==> src/rtl/rfp_pkg.sv <==
package rfp_pkg;

  typedef enum logic {
    LINE_E1 = 1'b0,
    LINE_T1 = 1'b1
  } line_e;

  typedef enum logic [1:0] {
    SEL_FRAME = 2'd0,
    SEL_MF_A  = 2'd1,
    SEL_MF_B  = 2'd2,
    SEL_MIXED = 2'd3
  } psel_e;

  typedef struct packed {
    line_e mode;
    psel_e sel;
  } fp_cfg_t;

endpackage

==> src/rtl/rfp_rst_sync.sv <==
module rfp_rst_sync (
  input  logic clk,
  input  logic rst_n,
  output logic rst_sync_n
);

  logic stage_q;
  logic out_q;

  always_ff @(posedge clk or negedge rst_n) begin
    if (!rst_n) begin
      stage_q <= 1'b0;
      out_q   <= 1'b0;
    end else begin
      stage_q <= 1'b1;
      out_q   <= stage_q;
    end
  end

  assign rst_sync_n = out_q;

endmodule

==> src/rtl/rfp_bit_ctr.sv <==
module rfp_bit_ctr
  import rfp_pkg::*;
#(
  parameter int E1_BITS = 256,
  parameter int T1_BITS = 193,
  parameter int POS_W   = 8
) (
  input  logic    clk,
  input  logic    rst_n,
  input  logic    bit_en,
  input  logic    frm_mark,
  input  fp_cfg_t cfg_live,
  output fp_cfg_t cfg_eff,
  output logic    frame_start,
  output logic    aligned
);

  logic [POS_W-1:0] pos_q, pos_d, len_m1;
  logic             aligned_q, aligned_d;
  fp_cfg_t          cfg_q, cfg_d;
  logic             wrap;

  // next-state
  always_comb begin
    len_m1      = (cfg_q.mode == LINE_T1) ? POS_W'(T1_BITS - 1) : POS_W'(E1_BITS - 1);
    wrap        = (pos_q >= len_m1);
    pos_d       = pos_q;
    aligned_d   = aligned_q;
    cfg_d       = cfg_q;
    frame_start = 1'b0;
    if (bit_en) begin
      pos_d       = (frm_mark || wrap) ? '0 : pos_q + 1'b1;
      aligned_d   = aligned_q | frm_mark;
      frame_start = frm_mark | (aligned_q & wrap);
      if (frm_mark || wrap) begin
        cfg_d = cfg_live;
      end
    end
    // a new configuration governs the frame starting on this very bit
    cfg_eff = frame_start ? cfg_live : cfg_q;
  end

  // registers
  always_ff @(posedge clk or negedge rst_n) begin
    if (!rst_n) begin
      pos_q     <= '0;
      aligned_q <= 1'b0;
      cfg_q     <= '0;
    end else if (bit_en) begin
      pos_q     <= pos_d;
      aligned_q <= aligned_d;
      cfg_q     <= cfg_d;
    end
  end

  assign aligned = aligned_q;


  pos_hold_chk: assert property (@(posedge clk) disable iff (!rst_n)
    !bit_en |=> $stable(pos_q) && $stable(cfg_q));


  pos_range_chk: assert property (@(posedge clk) disable iff (!rst_n)
    pos_q <= len_m1);

endmodule

==> src/rtl/rfp_mf_ctr.sv <==
module rfp_mf_ctr #(
  parameter int CNT_W      = 5,
  parameter int MAX_FRAMES = 24
) (
  input  logic             clk,
  input  logic             rst_n,
  input  logic             step,
  input  logic             mark,
  input  logic [CNT_W-1:0] last_idx,
  output logic             mf_start,
  output logic             ok
);

  logic [CNT_W-1:0] cnt_q, cnt_d;
  logic             ok_q, ok_d;
  logic             wrap;

  // next-state
  always_comb begin
    wrap     = (cnt_q >= last_idx);
    cnt_d    = (mark || wrap) ? '0 : cnt_q + 1'b1;
    ok_d     = ok_q | mark;
    mf_start = step & (mark | (ok_q & wrap));
  end

  // registers, advanced once per frame start
  always_ff @(posedge clk or negedge rst_n) begin
    if (!rst_n) begin
      cnt_q <= '0;
      ok_q  <= 1'b0;
    end else if (step) begin
      cnt_q <= cnt_d;
      ok_q  <= ok_d;
    end
  end

  assign ok = ok_q;


  mf_hold_chk: assert property (@(posedge clk) disable iff (!rst_n)
    !step |=> $stable(cnt_q) && $stable(ok_q));


  mf_range_chk: assert property (@(posedge clk) disable iff (!rst_n)
    cnt_q < CNT_W'(MAX_FRAMES));

endmodule

==> src/rtl/rfp_pulse_out.sv <==
module rfp_pulse_out
  import rfp_pkg::*;
(
  input  logic    clk,
  input  logic    rst_n,
  input  logic    bit_en,
  input  logic    frm_ok,
  input  fp_cfg_t cfg_eff,
  input  logic    frame_start,
  input  logic    crc_start,
  input  logic    sig_start,
  input  logic    pol_high,
  output logic    fp_out
);

  logic act_q, act_d;
  logic lvl_q, lvl_d;
  logic crc_prev_q;

  // next-state
  always_comb begin
    lvl_d = lvl_q;
    if (sig_start) begin
      lvl_d = 1'b1;
    end else if (crc_prev_q) begin
      lvl_d = 1'b0;
    end

    if (cfg_eff.mode == LINE_E1) begin
      case (cfg_eff.sel)
        SEL_FRAME: act_d = frame_start;
        SEL_MF_A:  act_d = crc_start;
        SEL_MF_B:  act_d = sig_start;
        default:   act_d = lvl_d;
      endcase
    end else begin
      case (cfg_eff.sel)
        SEL_MF_A, SEL_MF_B: act_d = sig_start;
        default:            act_d = frame_start;
      endcase
    end
  end

  // registers
  always_ff @(posedge clk or negedge rst_n) begin
    if (!rst_n) begin
      act_q      <= 1'b0;
      lvl_q      <= 1'b0;
      crc_prev_q <= 1'b0;
    end else if (bit_en) begin
      act_q      <= act_d;
      lvl_q      <= lvl_d;
      crc_prev_q <= crc_start;
    end
  end

  assign fp_out = pol_high ? act_q : ~act_q;


  idle_until_align_chk: assert property (@(posedge clk) disable iff (!rst_n)
    !frm_ok |-> !act_q);


  act_hold_chk: assert property (@(posedge clk) disable iff (!rst_n)
    !bit_en |=> $stable(act_q));


  lvl_rise_chk: assert property (@(posedge clk) disable iff (!rst_n)
    $rose(lvl_q) |-> $past(sig_start));

endmodule

==> src/rtl/rx_frame_pulse_gen.sv <==
module rx_frame_pulse_gen
  import rfp_pkg::*;
#(
  parameter int E1_FRAME_BITS = 256,
  parameter int T1_FRAME_BITS = 193,
  parameter int E1_MF_FRAMES  = 16,
  parameter int T1_SF_FRAMES  = 12,
  parameter int T1_ESF_FRAMES = 24
) (
  input  logic       clk,
  input  logic       rst_n,
  input  logic       bit_en,
  input  logic       frm_mark,
  input  logic       crc_mark,
  input  logic       sig_mark,
  input  logic       line_mode,
  input  logic [1:0] pulse_sel,
  input  logic       pol_high,
  output logic       fp_out
);

  localparam int MAX_BITS   = (E1_FRAME_BITS > T1_FRAME_BITS) ? E1_FRAME_BITS : T1_FRAME_BITS;
  localparam int POS_W      = $clog2(MAX_BITS);
  localparam int MF_MAX_A   = (E1_MF_FRAMES > T1_SF_FRAMES) ? E1_MF_FRAMES : T1_SF_FRAMES;
  localparam int MF_MAX     = (MF_MAX_A > T1_ESF_FRAMES) ? MF_MAX_A : T1_ESF_FRAMES;
  localparam int MF_W       = $clog2(MF_MAX);
  localparam int N_MF       = 2;

  logic    rst_int_n;
  fp_cfg_t cfg_live, cfg_eff;
  logic    frame_start, aligned;
  logic [N_MF-1:0]  mf_mark_v, mf_start_v, mf_ok_v;
  logic [MF_W-1:0]  mf_last_v [N_MF];

  assign cfg_live.mode = line_e'(line_mode);
  assign cfg_live.sel  = psel_e'(pulse_sel);

  rfp_rst_sync u_rst (
    .clk        (clk),
    .rst_n      (rst_n),
    .rst_sync_n (rst_int_n)
  );

  rfp_bit_ctr #(
    .E1_BITS (E1_FRAME_BITS),
    .T1_BITS (T1_FRAME_BITS),
    .POS_W   (POS_W)
  ) u_bits (
    .clk         (clk),
    .rst_n       (rst_int_n),
    .bit_en      (bit_en),
    .frm_mark    (frm_mark),
    .cfg_live    (cfg_live),
    .cfg_eff     (cfg_eff),
    .frame_start (frame_start),
    .aligned     (aligned)
  );

  // index 0: CRC multiframe, index 1: signaling multiframe / superframe
  assign mf_mark_v[0] = crc_mark;
  assign mf_mark_v[1] = sig_mark;
  assign mf_last_v[0] = MF_W'(E1_MF_FRAMES - 1);
  assign mf_last_v[1] = (cfg_eff.mode == LINE_E1) ? MF_W'(E1_MF_FRAMES - 1) :
                        (cfg_eff.sel == SEL_MF_B) ? MF_W'(T1_ESF_FRAMES - 1) :
                                                    MF_W'(T1_SF_FRAMES - 1);

  for (genvar k = 0; k < N_MF; k++) begin : g_mf
    rfp_mf_ctr #(
      .CNT_W      (MF_W),
      .MAX_FRAMES (MF_MAX)
    ) u_mf (
      .clk      (clk),
      .rst_n    (rst_int_n),
      .step     (frame_start),
      .mark     (mf_mark_v[k]),
      .last_idx (mf_last_v[k]),
      .mf_start (mf_start_v[k]),
      .ok       (mf_ok_v[k])
    );
  end

  rfp_pulse_out u_out (
    .clk         (clk),
    .rst_n       (rst_int_n),
    .bit_en      (bit_en),
    .frm_ok      (aligned),
    .cfg_eff     (cfg_eff),
    .frame_start (frame_start),
    .crc_start   (mf_start_v[0]),
    .sig_start   (mf_start_v[1]),
    .pol_high    (pol_high),
    .fp_out      (fp_out)
  );


  mf_needs_ok_chk: assert property (@(posedge clk) disable iff (!rst_int_n)
    (mf_start_v[0] && !crc_mark) |-> mf_ok_v[0]);

endmodule

==> config.mk <==
export PLATFORM = sky130hd
export DESIGN_NAME = rx_frame_pulse_gen
export DESIGN_NICKNAME = d
export VERILOG_FILES = /design/src/rtl/rfp_pkg.sv /design/src/rtl/rfp_rst_sync.sv /design/src/rtl/rfp_bit_ctr.sv /design/src/rtl/rfp_mf_ctr.sv /design/src/rtl/rfp_pulse_out.sv /design/src/rtl/rx_frame_pulse_gen.sv
export SDC_FILE = /design/constraint.sdc
export NUM_CORES = 1
export LEC_CHECK = 0
export ABC_CLOCK_PERIOD_IN_PS = 1400
export BUFFER_PORTS_ARGS = -buffer_cell sky130_fd_sc_hd__buf_2
export CAP_MARGIN = 25
export CORE_MARGIN = 3
export CORE_UTILIZATION = 25
export DETAILED_ROUTE_END_ITERATION = 8
export PLACE_DENSITY = 0.47
export SLEW_MARGIN = 25
export SYNTH_ARGS = -nofsm -noshare
export SYNTH_HDL_FRONTEND = slang
export SYNTH_SLANG_ARGS = --single-unit
export TNS_END_PERCENT = 50
==> constraint.sdc <==
create_clock -name clk -period 1.4 [get_ports clk]
set_clock_uncertainty 0.2 [all_clocks]
set_input_delay 0.07 -clock clk [delete_from_list [all_inputs] [get_ports clk]]
set_output_delay 0.07 -clock clk [all_outputs]
set_load 0.005 [all_outputs]
### Yosys cells after proc, flatten, opt, wreduce, memory -nomap -nowiden

Index checks and enable logic that the tools add are counted.

* $add $sub $neg: 3
* $lt $le $gt $ge: 3
* equality and inequality tests: 2
* multiplexer cells: 14
* bitwise logic cells: 12
* reduce and logical (&&, ||, !) cells: 6

Operators with widths (number)
* $mux W5: 4
* $add A5 B1 Y5 const B: 2
* $add A8 B1 Y8 const B: 1
* $ge A8 B8 Y1: 1
* $mux W8: 1
* $mux W1: 6
* $mux W6: 1
* $or A1 B1 Y1: 6
* $and A1 B1 Y1: 5
* $ge A5 B4 Y1 const B: 1
* $ge A5 B5 Y1: 1
* $logic_or A1 B1 Y1: 3
* $mux W3: 1
* $pmux W1 S3: 1
* $eq A2 B1 Y1 const B: 1
* $eq A2 B2 Y1 const B: 1
* $logic_not A2 Y1: 1
* $reduce_and A2 Y1: 1
* $reduce_or A2 Y1: 1
* $not A1 Y1: 1

* flip-flop bits (word level): 29
* bits of input ports: 10
* output and inout bits: 1

### Longest topological paths before layout

Gate-level depths: netlist of run 1.

* depth in word-level cells: 16
* gate-level depth with buffers: 17
* mapped depth without buffers: 17

### Hierarchy

From an unflattened synthesis of run 1, not the netlist that was laid out.

* cell total of the unflattened synthesis: 208
* area total of the unflattened synthesis: 2062.0 um2

Modules (own cells, without submodules)
* rfp_mf_ctr: times used 2, cells an instance 51, area each 485.5 um2, seq. area each 150.1 um2
* rfp_bit_ctr: times used 1, cells an instance 75, area each 749.5 um2, seq. area each 300.3 um2
* rfp_pulse_out: times used 1, cells an instance 22, area each 244.0 um2, seq. area each 75.1 um2
* rfp_rst_sync: times used 1, cells an instance 3, area each 53.8 um2, seq. area each 50.0 um2
* rx_frame_pulse_gen: times used 1, cells an instance 6, area each 43.8 um2, seq. area each 0.0 um2

### Least setup slack after synthesis of run 1

No wires, ideal clock.

* path type: register to register
* start point: register u_bits.cfg_q[2] in the netlist's numbering
* end point: register g_mf[1].u_mf.cnt_q[2]
* data arrival time: 3.586 ns
* required time: 1.123 ns
* path slack: -2.462 ns
* stages on the path, launching flop included: 18
* buffers on the path: 0
* clock period less this slack: 3.862 ns
* cell sequence: dfrtp_1 inv_1 ha_1 nand2b_4 a2111oi_4 o31ai_4 and3_1 mux2i_1 inv_1 ha_1 nor2b_1 ha_1 a21oi_1 o21ai_1 a211oi_1 nor2b_1 o21ai_1 o21ai_1

* word-level cells in the longest chain between the ends: 12

RTL lines
* from (decl): line rfp_bit_ctr.sv:20 `fp_cfg_t cfg_q, cfg_d;`
* from (signal assigned): line rfp_bit_ctr.sv:52 `cfg_q <= cfg_d;`
* $mux W6: line rfp_bit_ctr.sv:25 `len_m1 = (cfg_q.mode == LINE_T1) ? POS_W'(T1_BITS - 1) : POS_W'(E1_BITS - 1);`
* $ge A8 B8 Y1: line rfp_bit_ctr.sv:26 `wrap = (pos_q >= len_m1);`
* $and A1 B1 Y1: line rfp_bit_ctr.sv:34 `frame_start = frm_mark | (aligned_q & wrap);`
* $or A1 B1 Y1: line rfp_bit_ctr.sv:34
* $mux W1: line rfp_bit_ctr.sv:31 `if (bit_en) begin`
* $mux W3: line rfp_bit_ctr.sv:40 `cfg_eff = frame_start ? cfg_live : cfg_q;`
* $eq A2 B2 Y1: line rx_frame_pulse_gen.sv:64 `(cfg_eff.sel == SEL_MF_B) ? MF_W'(T1_ESF_FRAMES - 1) :`
* $mux W5: line rx_frame_pulse_gen.sv:64
* $mux W5: line rx_frame_pulse_gen.sv:63 `assign mf_last_v[1] = (cfg_eff.mode == LINE_E1) ? MF_W'(E1_MF_FRAMES - 1) :`
* $ge A5 B5 Y1: line rfp_mf_ctr.sv:20 `wrap = (cnt_q >= last_idx);`
* $logic_or A1 B1 Y1: line rfp_mf_ctr.sv:21 `cnt_d = (mark || wrap) ? '0 : cnt_q + 1'b1;`
* $mux W5: line rfp_mf_ctr.sv:21
* to (signal assigned): line rfp_mf_ctr.sv:32 `cnt_q <= cnt_d;`
* to (decl): line rfp_mf_ctr.sv:14 `logic [CNT_W-1:0] cnt_q, cnt_d;`

Several ways; a longest one is shown, not always the timed one.
A chain may end at the register's enable or synchronous reset.

### Final worst setup path of run 1

* start point: register u_bits.cfg_q[2] in the netlist's numbering
* end point: register u_out.act_q

* word-level cells in the longest chain between the ends: 16

RTL lines
* $mux W6: line rfp_bit_ctr.sv:25
* $ge A8 B8 Y1: line rfp_bit_ctr.sv:26
* $and A1 B1 Y1: line rfp_bit_ctr.sv:34
* $or A1 B1 Y1: line rfp_bit_ctr.sv:34
* $mux W1: line rfp_bit_ctr.sv:31
* $mux W3: line rfp_bit_ctr.sv:40
* $eq A2 B2 Y1: line rfp_pulse_out.sv:30, rfp_pulse_out.sv:37, rx_frame_pulse_gen.sv:64
* $mux W5: line rx_frame_pulse_gen.sv:64
* $mux W5: line rx_frame_pulse_gen.sv:63
* $ge A5 B5 Y1: line rfp_mf_ctr.sv:20
* $and A1 B1 Y1: line rfp_mf_ctr.sv:23 `mf_start = step & (mark | (ok_q & wrap));`
* $or A1 B1 Y1: line rfp_mf_ctr.sv:23
* $and A1 B1 Y1: line rfp_mf_ctr.sv:23
* $mux W1: line rfp_pulse_out.sv:23 `if (sig_start) begin`
* $pmux W1 S3: line rfp_pulse_out.sv:30 `case (cfg_eff.sel)`
* $mux W1 *: line rfp_pulse_out.sv:29 `if (cfg_eff.mode == LINE_E1) begin`
* to (signal assigned): line rfp_pulse_out.sv:51 `act_q <= act_d;`
* to (decl): line rfp_pulse_out.sv:16 `logic act_q, act_d;`

Every way passes the cells marked *; elsewhere a longest branch is shown, timed or not.

==> results of run 1 <==
==> cell type report <==
type                       count  area, um^2  share of cell area (%)
multi-input combinational    136        1170                    42.4
sequential                    29         727                    26.4
timing repair buffer          78         608                    22.1
tap                           96         120                    4.36
clock buffer                   7        96.3                    3.50
inverter                       8        30.0                    1.09
clock inverter                 1        5.00                   0.182
==> repair_timing <==
item | CTS | global route
pin swaps | 16 | 12
hold buffers | 7 | 0
buffers inserted | 7 | 8
hold endpoints to repair | 8 | 0
setup endpoints to repair | 26 | 26
resized for setup | 14 | 17
==> per-stage QoR <==
| stage | setup slack (ns) | hold WS [ns] | instances | cell area, um^2 |
|---|---|---|---|---|
| final | -2.21 | -0.00689 | 355 | 2760 |
| after global routing | -2.34 | 0.0117 | 355 | 2760 |
| after CTS | -2.23 | 0.00184 | 348 | 2620 |
| after detailed placement | -2.24 | -0.342 | 327 | 2340 |
| after global placement | -2.16 | -0.343 | 327 | 2340 |
| after floorplan | -2.11 | -0.426 | 179 | 1850 |
==> worst max-delay path, delay by kind of cell (launching register included) <==
kind            cells  cell delay [ns]
flops               1             0.46
simple gates        2             0.25
fa+ha+maj           3             0.63
compound gates      7             1.27
mux                 1             0.27
buf+inv             3             0.43
==> cell usage after synthesis (all sizes together), types with 4 or more instances <==
cell	instances
nand3	10
dfrtp	29
buf	4
nand4	4
a21oi	4
nor2	11
nand2	21
ha	17
o21ai	18
a21o	6
inv	8
==> worst paths after layout <==
path	startpoint	endpoint	slack, ns	cells after the start
worst max-delay path	u_bits.cfg_q[2]	u_out.act_q	-2.21	16
worst min-delay path	u_rst.rst_sync_n	u_bits.pos_q[1]	-0.007	1
worst max register to register	u_bits.cfg_q[2]	u_out.act_q	-2.21	16
worst min register to register	u_rst.rst_sync_n	u_bits.pos_q[1]	-0.007	1
max in group asynchronous	rst_n	u_rst.rst_sync_n	0.45	3
min in group clk	bit_en	u_out.crc_prev_q	0.05	3
==> power by group through the flow <==
stage               sequential, W  clock (W)  combinational, W
global placement          0.00105          0          0.000861
global route              0.00106   0.000850           0.00119
detailed placement        0.00105          0          0.000876
finish                    0.00104   0.000790           0.00106
CTS                       0.00104   0.000818          0.000966
floorplan                 0.00106          0          0.000508
==> sequential cells by signal, indices dropped and copies added (netlist names), 2 cells and up <==
register and count:
g_mf.u_mf.ok 2, u_bits.pos_q 8, g_mf.u_mf.cnt_q 10, u_bits.cfg_q 3
==> cell families (layout without fill, tap and decap cells) <==
kind of cell	count (synthesis)	in the layout	synth area share (%)
simple gates	63	63	18.4
compound gates	44	44	18.6
flops	29	29	40.5
fa+ha+maj	17	17	11.9
buf+inv	14	94	4.05
mux	6	6	3.98
xor+xnor	5	5	2.44
other cells	1	1	0.209
==> metal layers <==
metal	global-route usage, %	vias to the layer above	routed length [um]
met5	0	-	0
met4	2.68	0	48
met3	2.75	4	92
met2	18.9	10	2150
met1	13.7	746	1940
li1	-	796	-
==> Implementation_results.wiki, run 1 <==
{| class="wikitable"
! Metric !! Value
|-
| Hold WC Path Type || flop to async pin
|-
| Static power due to leakage || 1.25 nW
|-
| Most used cell along the critical path || ha_4
|-
| Worst Slack Setup Final || -2.21 ns
|-
| Total track usage || 11.0%
|-
| Die extent in x || 90.7 um
|-
| Maximum vdd drop || 0.000465 V
|-
| Number of iterations in the first detailed-routing pass || 4
|-
| CP Cell Sequence || buf_4 > ha_4 > a2111oi_4 > o31ai_4 > buf_6 > nand3_4 > mux2i_4 > ha_4 > nor2b_4 > ha_4 > a21oi_2 > o21ai_2 > a31o_2 > buf_4 > o211ai_1 > o211ai_2
|-
| Number of warnings printed during yosys synthesis || 0
|-
| Sequential fraction of the synthesis area || 40.5%
|-
| Post-detailed-placement half-perimeter wirelength || 3000 um
|-
| Avg WL per Cell || 11.9 um
|-
| Layout Area Growth over Synthesis || 53.8%
|-
| Port Buffer Count || 10
|-
| Final cell utilization of the core || 40.1%
|-
| Total of endpoints with negative setup slack in the final report || 26
|-
| Switch Pwr || 0.000893 W
|-
| Total count of max-transition violations in the final report || 0
|-
| Proportion of synthesized flip-flops having asynchronous set or reset || 100%
|-
| Predominant post-synthesis flop cell || dfrtp_1
|-
| Worst-path cell with the longest stage delay || dfrtp_2
|-
| Clock input transition at the sequential cells of the worst setup and hold paths || 0.07 ns
|-
| Post-synthesis cell type with the largest combined area || dfrtp_1
|-
| Setup total negative slack || -30.66 ns
|-
| Mapped Nets || 206
|-
| Combinational share of power || 36.6%
|-
| Commonest cells after routing, fill and taps aside || buf_4, dfrtp_1, nand2_1, o21ai_1
|-
| Final critical-path required period || 3.61 ns
|-
| Register bit total from synthesis || 29
|-
| Ratio of final minimum period to clock period || 258%
|-
| Critical Path End Type || flop
|-
| Filler instances || 687
|-
| Number of enable-type register cells in the synthesized netlist || 0
|-
| Nets || 285
|-
| Max-cap violation count || 0
|-
| Post-route ant nets || 0
|-
| Register share of total power || 36.1%
|-
| Run status || complete, but fails checks
|-
| Skew-Pair Late Insertion Delay || 0.28 ns
|-
| Library cells used by synthesis || 48
|-
| Fraction of layout cells with a size suffix above 1 || 46.3%
|-
| Floorplan die area || 8220 um^2
|-
| Commonest non-fill, non-tap cell in the layout || buf_4
|-
| Avg Cell Area, Syn || 10.0 um^2
|-
| Initial standard-cell utilization of the core || 26.1%
|-
| Switching share of power || 30.9%
|-
| Number of antenna diodes || 0
|-
| Global-route wire length before repair || 7310 um
|-
| Vias after detailed routing || 1,556
|-
| Clock Tree Buf Depth || 2
|-
| H-Tree Depth || 2
|-
| Arrival time at the worst endpoint || 3.57 ns
|-
| Maximum fanout along the worst path || 6
|-
| Buffer type at the clock tree root || clkbuf_8
|-
| Number of global-route vias before repair || 1,584
|-
| Highest cell delay on the worst timing path || 0.46 ns
|-
| Number of buffers added by the clock tree synthesis step || 5
|-
| Total Power || 0.00289 W
|-
| Critical path class || flop to flop
|-
| Vias/cell || 4.38
|-
| Area contributors post-synth || dfrtp_1, ha_1, nand2_1
|-
| Total standard cell area after synthesis || 1790 um^2
|-
| Hold slack final || -0.00689 ns
|-
| Unrepaired setup endpoints after global routing || true
|-
| Die boundary height || 90.7 um
|-
| Drt drc || 0
|-
| Final RePlAce weighted congestion || 0.737
|-
| Violations in the final reports || hold timing, setup timing
|-
| Number of violations reported at the end of detailed-routing iteration 0 || 56
|-
| Worst setup SP type || flop
|-
| Number of placement rows || 30
|-
| Count of pins on the block boundary || 11
|-
| Maximum number of pins on one net before global-route repair || 17
|-
| Pint || 0.00200 W
|-
| Maximum frequency from static timing analysis || 277 MHz
|-
| Critical path required time || 1.36 ns
|-
| CTS sink cnt || 29
|-
| Clock tree from TritonCTS || yes
|-
| Core Area || 6870 um^2
|-
| Final Hold Violating Endpoints || 11
|-
| Leftover overflow at the end of global routing || 0
|-
| Gate count of the mapped netlist || 179
|-
| Detailed-route wire length || 4230 um
|-
| Power Dens Cells || 1050 nW/um^2
|-
| Synth top area share || 40.5%
|-
| Power share of the clock group || 27.3%
|-
| Initial antenna violation count || 0
|}
No activity file was read; power rests on OpenSTA's default activity.
==> inputs of run 2 (changes only) <==
--- a/config.mk
+++ b/config.mk
@@ -8,10 +8,11 @@
 export ABC_CLOCK_PERIOD_IN_PS = 1400
 export BUFFER_PORTS_ARGS = -buffer_cell sky130_fd_sc_hd__buf_2
 export CAP_MARGIN = 25
+export CORE_ASPECT_RATIO = 0.7
 export CORE_MARGIN = 3
-export CORE_UTILIZATION = 25
+export CORE_UTILIZATION = 45
 export DETAILED_ROUTE_END_ITERATION = 8
-export PLACE_DENSITY = 0.47
+export PLACE_DENSITY = 0.69
 export SLEW_MARGIN = 25
 export SYNTH_ARGS = -nofsm -noshare
 export SYNTH_HDL_FRONTEND = slang
==> run 2 against run 1 <==
Effect of this change: the flow finishes with violations (setup timing); utilization increased by 32 points; critical path depth increased by 1; sequential share of layout area increased by 1.2 points; combinational power increased by 6%; design area decreased by 4.4%.
==> Implementation_results.wiki, run 2 (synthesis results as in run 1) <==
{| class="wikitable"
! Metric !! Value
|-
| Number of placement rows || 18 (-40%)
|-
| Final cell utilization of the core || 71.8% (+32 points)
|-
| Number of antenna diodes || 0 (unchanged)
|-
| Commonest non-fill, non-tap cell in the layout || buf_4
|-
| Vias after detailed routing || 1,682 (+8.1%)
|-
| Die boundary height || 58.8 um (-35%)
|-
| Leftover overflow at the end of global routing || 0 (unchanged)
|-
| Floorplan die area || 4790 um^2 (-42%)
|-
| Hold slack final || 0.0252 ns (+0.0321 ns)
|-
| Hold WC Path Type || primary input to flop
|-
| Register with the most flip-flops || g_mf.u_mf.cnt_q
|-
| Ratio of final minimum period to clock period || 268% (+9.5 points)
|-
| Skew-Pair Late Insertion Delay || 0.29 ns (about the same)
|-
| Count of pins on the block boundary || 11 (unchanged)
|-
| Clock input transition at the sequential cells of the worst setup and hold paths || 0.06 ns (about the same)
|-
| Final Hold Violating Endpoints || 0 (-11)
|-
| Final critical-path required period || 3.75 ns (+0.132 ns)
|-
| Critical Path End Type || flop
|-
| Power Dens Cells || 1090 nW/um^2 (+3.9%)
|-
| Total met3 wirelength after detailed routing || 308 um (+230%)
|-
| Filler instances || 246 (-64%)
|-
| Initial antenna violation count || 0 (unchanged)
|-
| Maximum frequency from static timing analysis || 267 MHz (-3.5%)
|-
| Maximum fanout along the worst path || 7 (+1)
|-
| CP Cell Sequence || inv_2 > ha_4 > nand2b_4 > a2111oi_4 > o31ai_4 > buf_4 > nand3_4 > mux2i_4 > ha_4 > nor2b_4 > ha_4 > a21oi_4 > o21ai_2 > a31o_2 > nand4_1 > o221a_1 > o211ai_2
|-
| Highest cell delay on the worst timing path || 0.46 ns (about the same)
|-
| Run status || complete, but fails checks
|-
| Max-cap violation count || 0 (unchanged)
|-
| Number of violations reported at the end of detailed-routing iteration 0 || 142 (+150%)
|-
| Total of endpoints with negative setup slack in the final report || 26 (unchanged)
|-
| Most used cell along the critical path || ha_4
|-
| Nets || 284 (-0.35%)
|-
| Initial standard-cell utilization of the core || 48.8% (+23 points)
|-
| Maximum vdd drop || 0.000714 V (+54%)
|-
| Worst Slack Setup Final || -2.35 ns (-0.132 ns)
|-
| Commonest cells after routing, fill and taps aside || buf_4, dfrtp_1, nand2_1, ha_1, o21ai_1
|-
| Clock Tree Buf Depth || 2 (unchanged)
|-
| Setup Slack @ Placement || -2.31 ns (-0.0755 ns)
|-
| Avg WL per Cell || 16.8 um (+41%)
|-
| Number of iterations in the first detailed-routing pass || 5 (+1)
|-
| Number of global-route vias before repair || 1,617 (+2.1%)
|-
| Total count of max-transition violations in the final report || 0 (unchanged)
|-
| Drt drc || 0 (unchanged)
|-
| Cell family with the largest share of critical-path delay || compound AO/OA/AOI/OAI gates
|-
| Worst setup SP type || flop
|-
| Post-route ant nets || 0 (unchanged)
|-
| Detailed-route wire length || 5140 um (+22%)
|-
| Routed wire length on met2 || 2420 um (+12%)
|-
| Buffer type at the clock tree root || clkbuf_8
|-
| Final RePlAce weighted congestion || 0.824 (+12%)
|-
| Maximum number of pins on one net before global-route repair || 28 (+11)
|-
| Layout Area Growth over Synthesis || 47.1%
|-
| Critical path class || flop to flop
|-
| Area used by multi-input combinational logic || 1150 um^2 (-1.5%)
|-
| Largest register FFs || 10 (unchanged)
|-
| CTS sink cnt || 29 (unchanged)
|-
| Finished layout cell area || 2640 um^2 (-4.4%)
|-
| Post-detailed-placement half-perimeter wirelength || 3270 um (+8.9%)
|-
| H-Tree Depth || 2 (unchanged)
|-
| Die extent in x || 81.4 um (-10%)
|-
| Total track usage || 21.8% (+11 points)
|-
| Vias/cell || 5.48 (+25%)
|-
| Critical path required time || 1.36 ns (about the same)
|-
| Unrepaired setup endpoints after global routing || true
|-
| Top layer used by detailed routing || met4
|-
| Global-route wire length before repair || 7680 um (+5.0%)
|-
| Arrival time at the worst endpoint || 3.70 ns (+0.13 ns)
|-
| Met1 layer wirelength in the final routing || 2250 um (+16%)
|-
| Reg area || 727 um^2 (unchanged)
|-
| Worst-path cell with the longest stage delay || dfrtp_2
|-
| Core Area || 3670 um^2 (-47%)
|-
| Port Buffer Count || 10 (unchanged)
|-
| Static power due to leakage || 1.24 nW (-0.89%)
|-
| Largest registers || g_mf.u_mf.cnt_q (10), u_bits.pos_q (8), u_bits.cfg_q (3)
|-
| Number of buffers added by the clock tree synthesis step || 5 (unchanged)
|-
| Clock tree from TritonCTS || yes
|-
| Placed Instance Area || 2260 um^2 (-3.1%)
|-
| Count of buffering cells on the critical path with inverters included || 2 (-1)
|-
| Fraction of layout cells with a size suffix above 1 || 42.8% (-3.5 points)
|-
| Violations in the final reports || setup timing
|}
==> run 2: worst paths after layout <==
kind	start	end	slack (ns)	cells after the start
min	bit_en	u_bits.pos_q[2]	0.03	4
max in group asynchronous	rst_n	u_rst.rst_sync_n	0.44	3
min reg2reg	u_rst.rst_sync_n	u_out.crc_prev_q	0.04	1
max	u_bits.cfg_q[2]	u_out.act_q	-2.35	17
max reg2reg	u_bits.cfg_q[2]	u_out.act_q	-2.35	17
min in group asynchronous	u_rst.rst_sync_n	u_out.crc_prev_q	0.04	1
==> run 2: what timing repair did <==
| item | CTS | global route |
|---|---|---|
| setup buffers | 12 | 1 |
| hold buffers | 8 | 0 |
| gates resized for setup | 12 | 10 |
| endpoints found under the hold margin | 8 | 0 |
| pin swaps | 10 | 6 |
| endpoints found under the setup margin | 26 | 26 |
==> run 2: area by class of cell <==
type                       count  share of cell area, %
inverter                       8                   1.14
tap                           50                   2.37
timing repair buffer          77                   21.9
clock buffer                   7                   3.28
multi-input combinational    136                   43.7
sequential                    29                   27.6
==> run 2: report_power, final <==
| part | total (W) | switching, W | internal [W] |
|---|---|---|---|
| Clock | 0.000692 | 0.000303 | 0.000389 |
| Sequential | 0.00106 | 0.000107 | 0.000951 |
| Combinational | 0.00112 | 0.000513 | 0.000607 |
==> run 2: tightest hold or removal path, cell delays in order <==
cell and delay [ns]:
buf_2 0.13, buf_4 0.16, nand2_1 0.06, o31ai_1 0.05
==> run 2: per-stage QoR <==
stage	setup TNS (ns)	instances	power (W)
3_5_place_dp	-32.71	279	0.00192
5_1_grt	-36.90	307	0.00302
2_1_floorplan	-25.82	179	0.00157
4_1_cts	-33.05	306	0.00275
3_3_place_gp	-29.69	279	0.00186
6_report	-34.66	307	0.00287
==> run 2: per-layer routing <==
layer	GRT usage, %	vias up
li1	-	796
met1	28.3	809
met2	35.2	60
met3	5.96	17
met4	7.95	0
met5	0	-
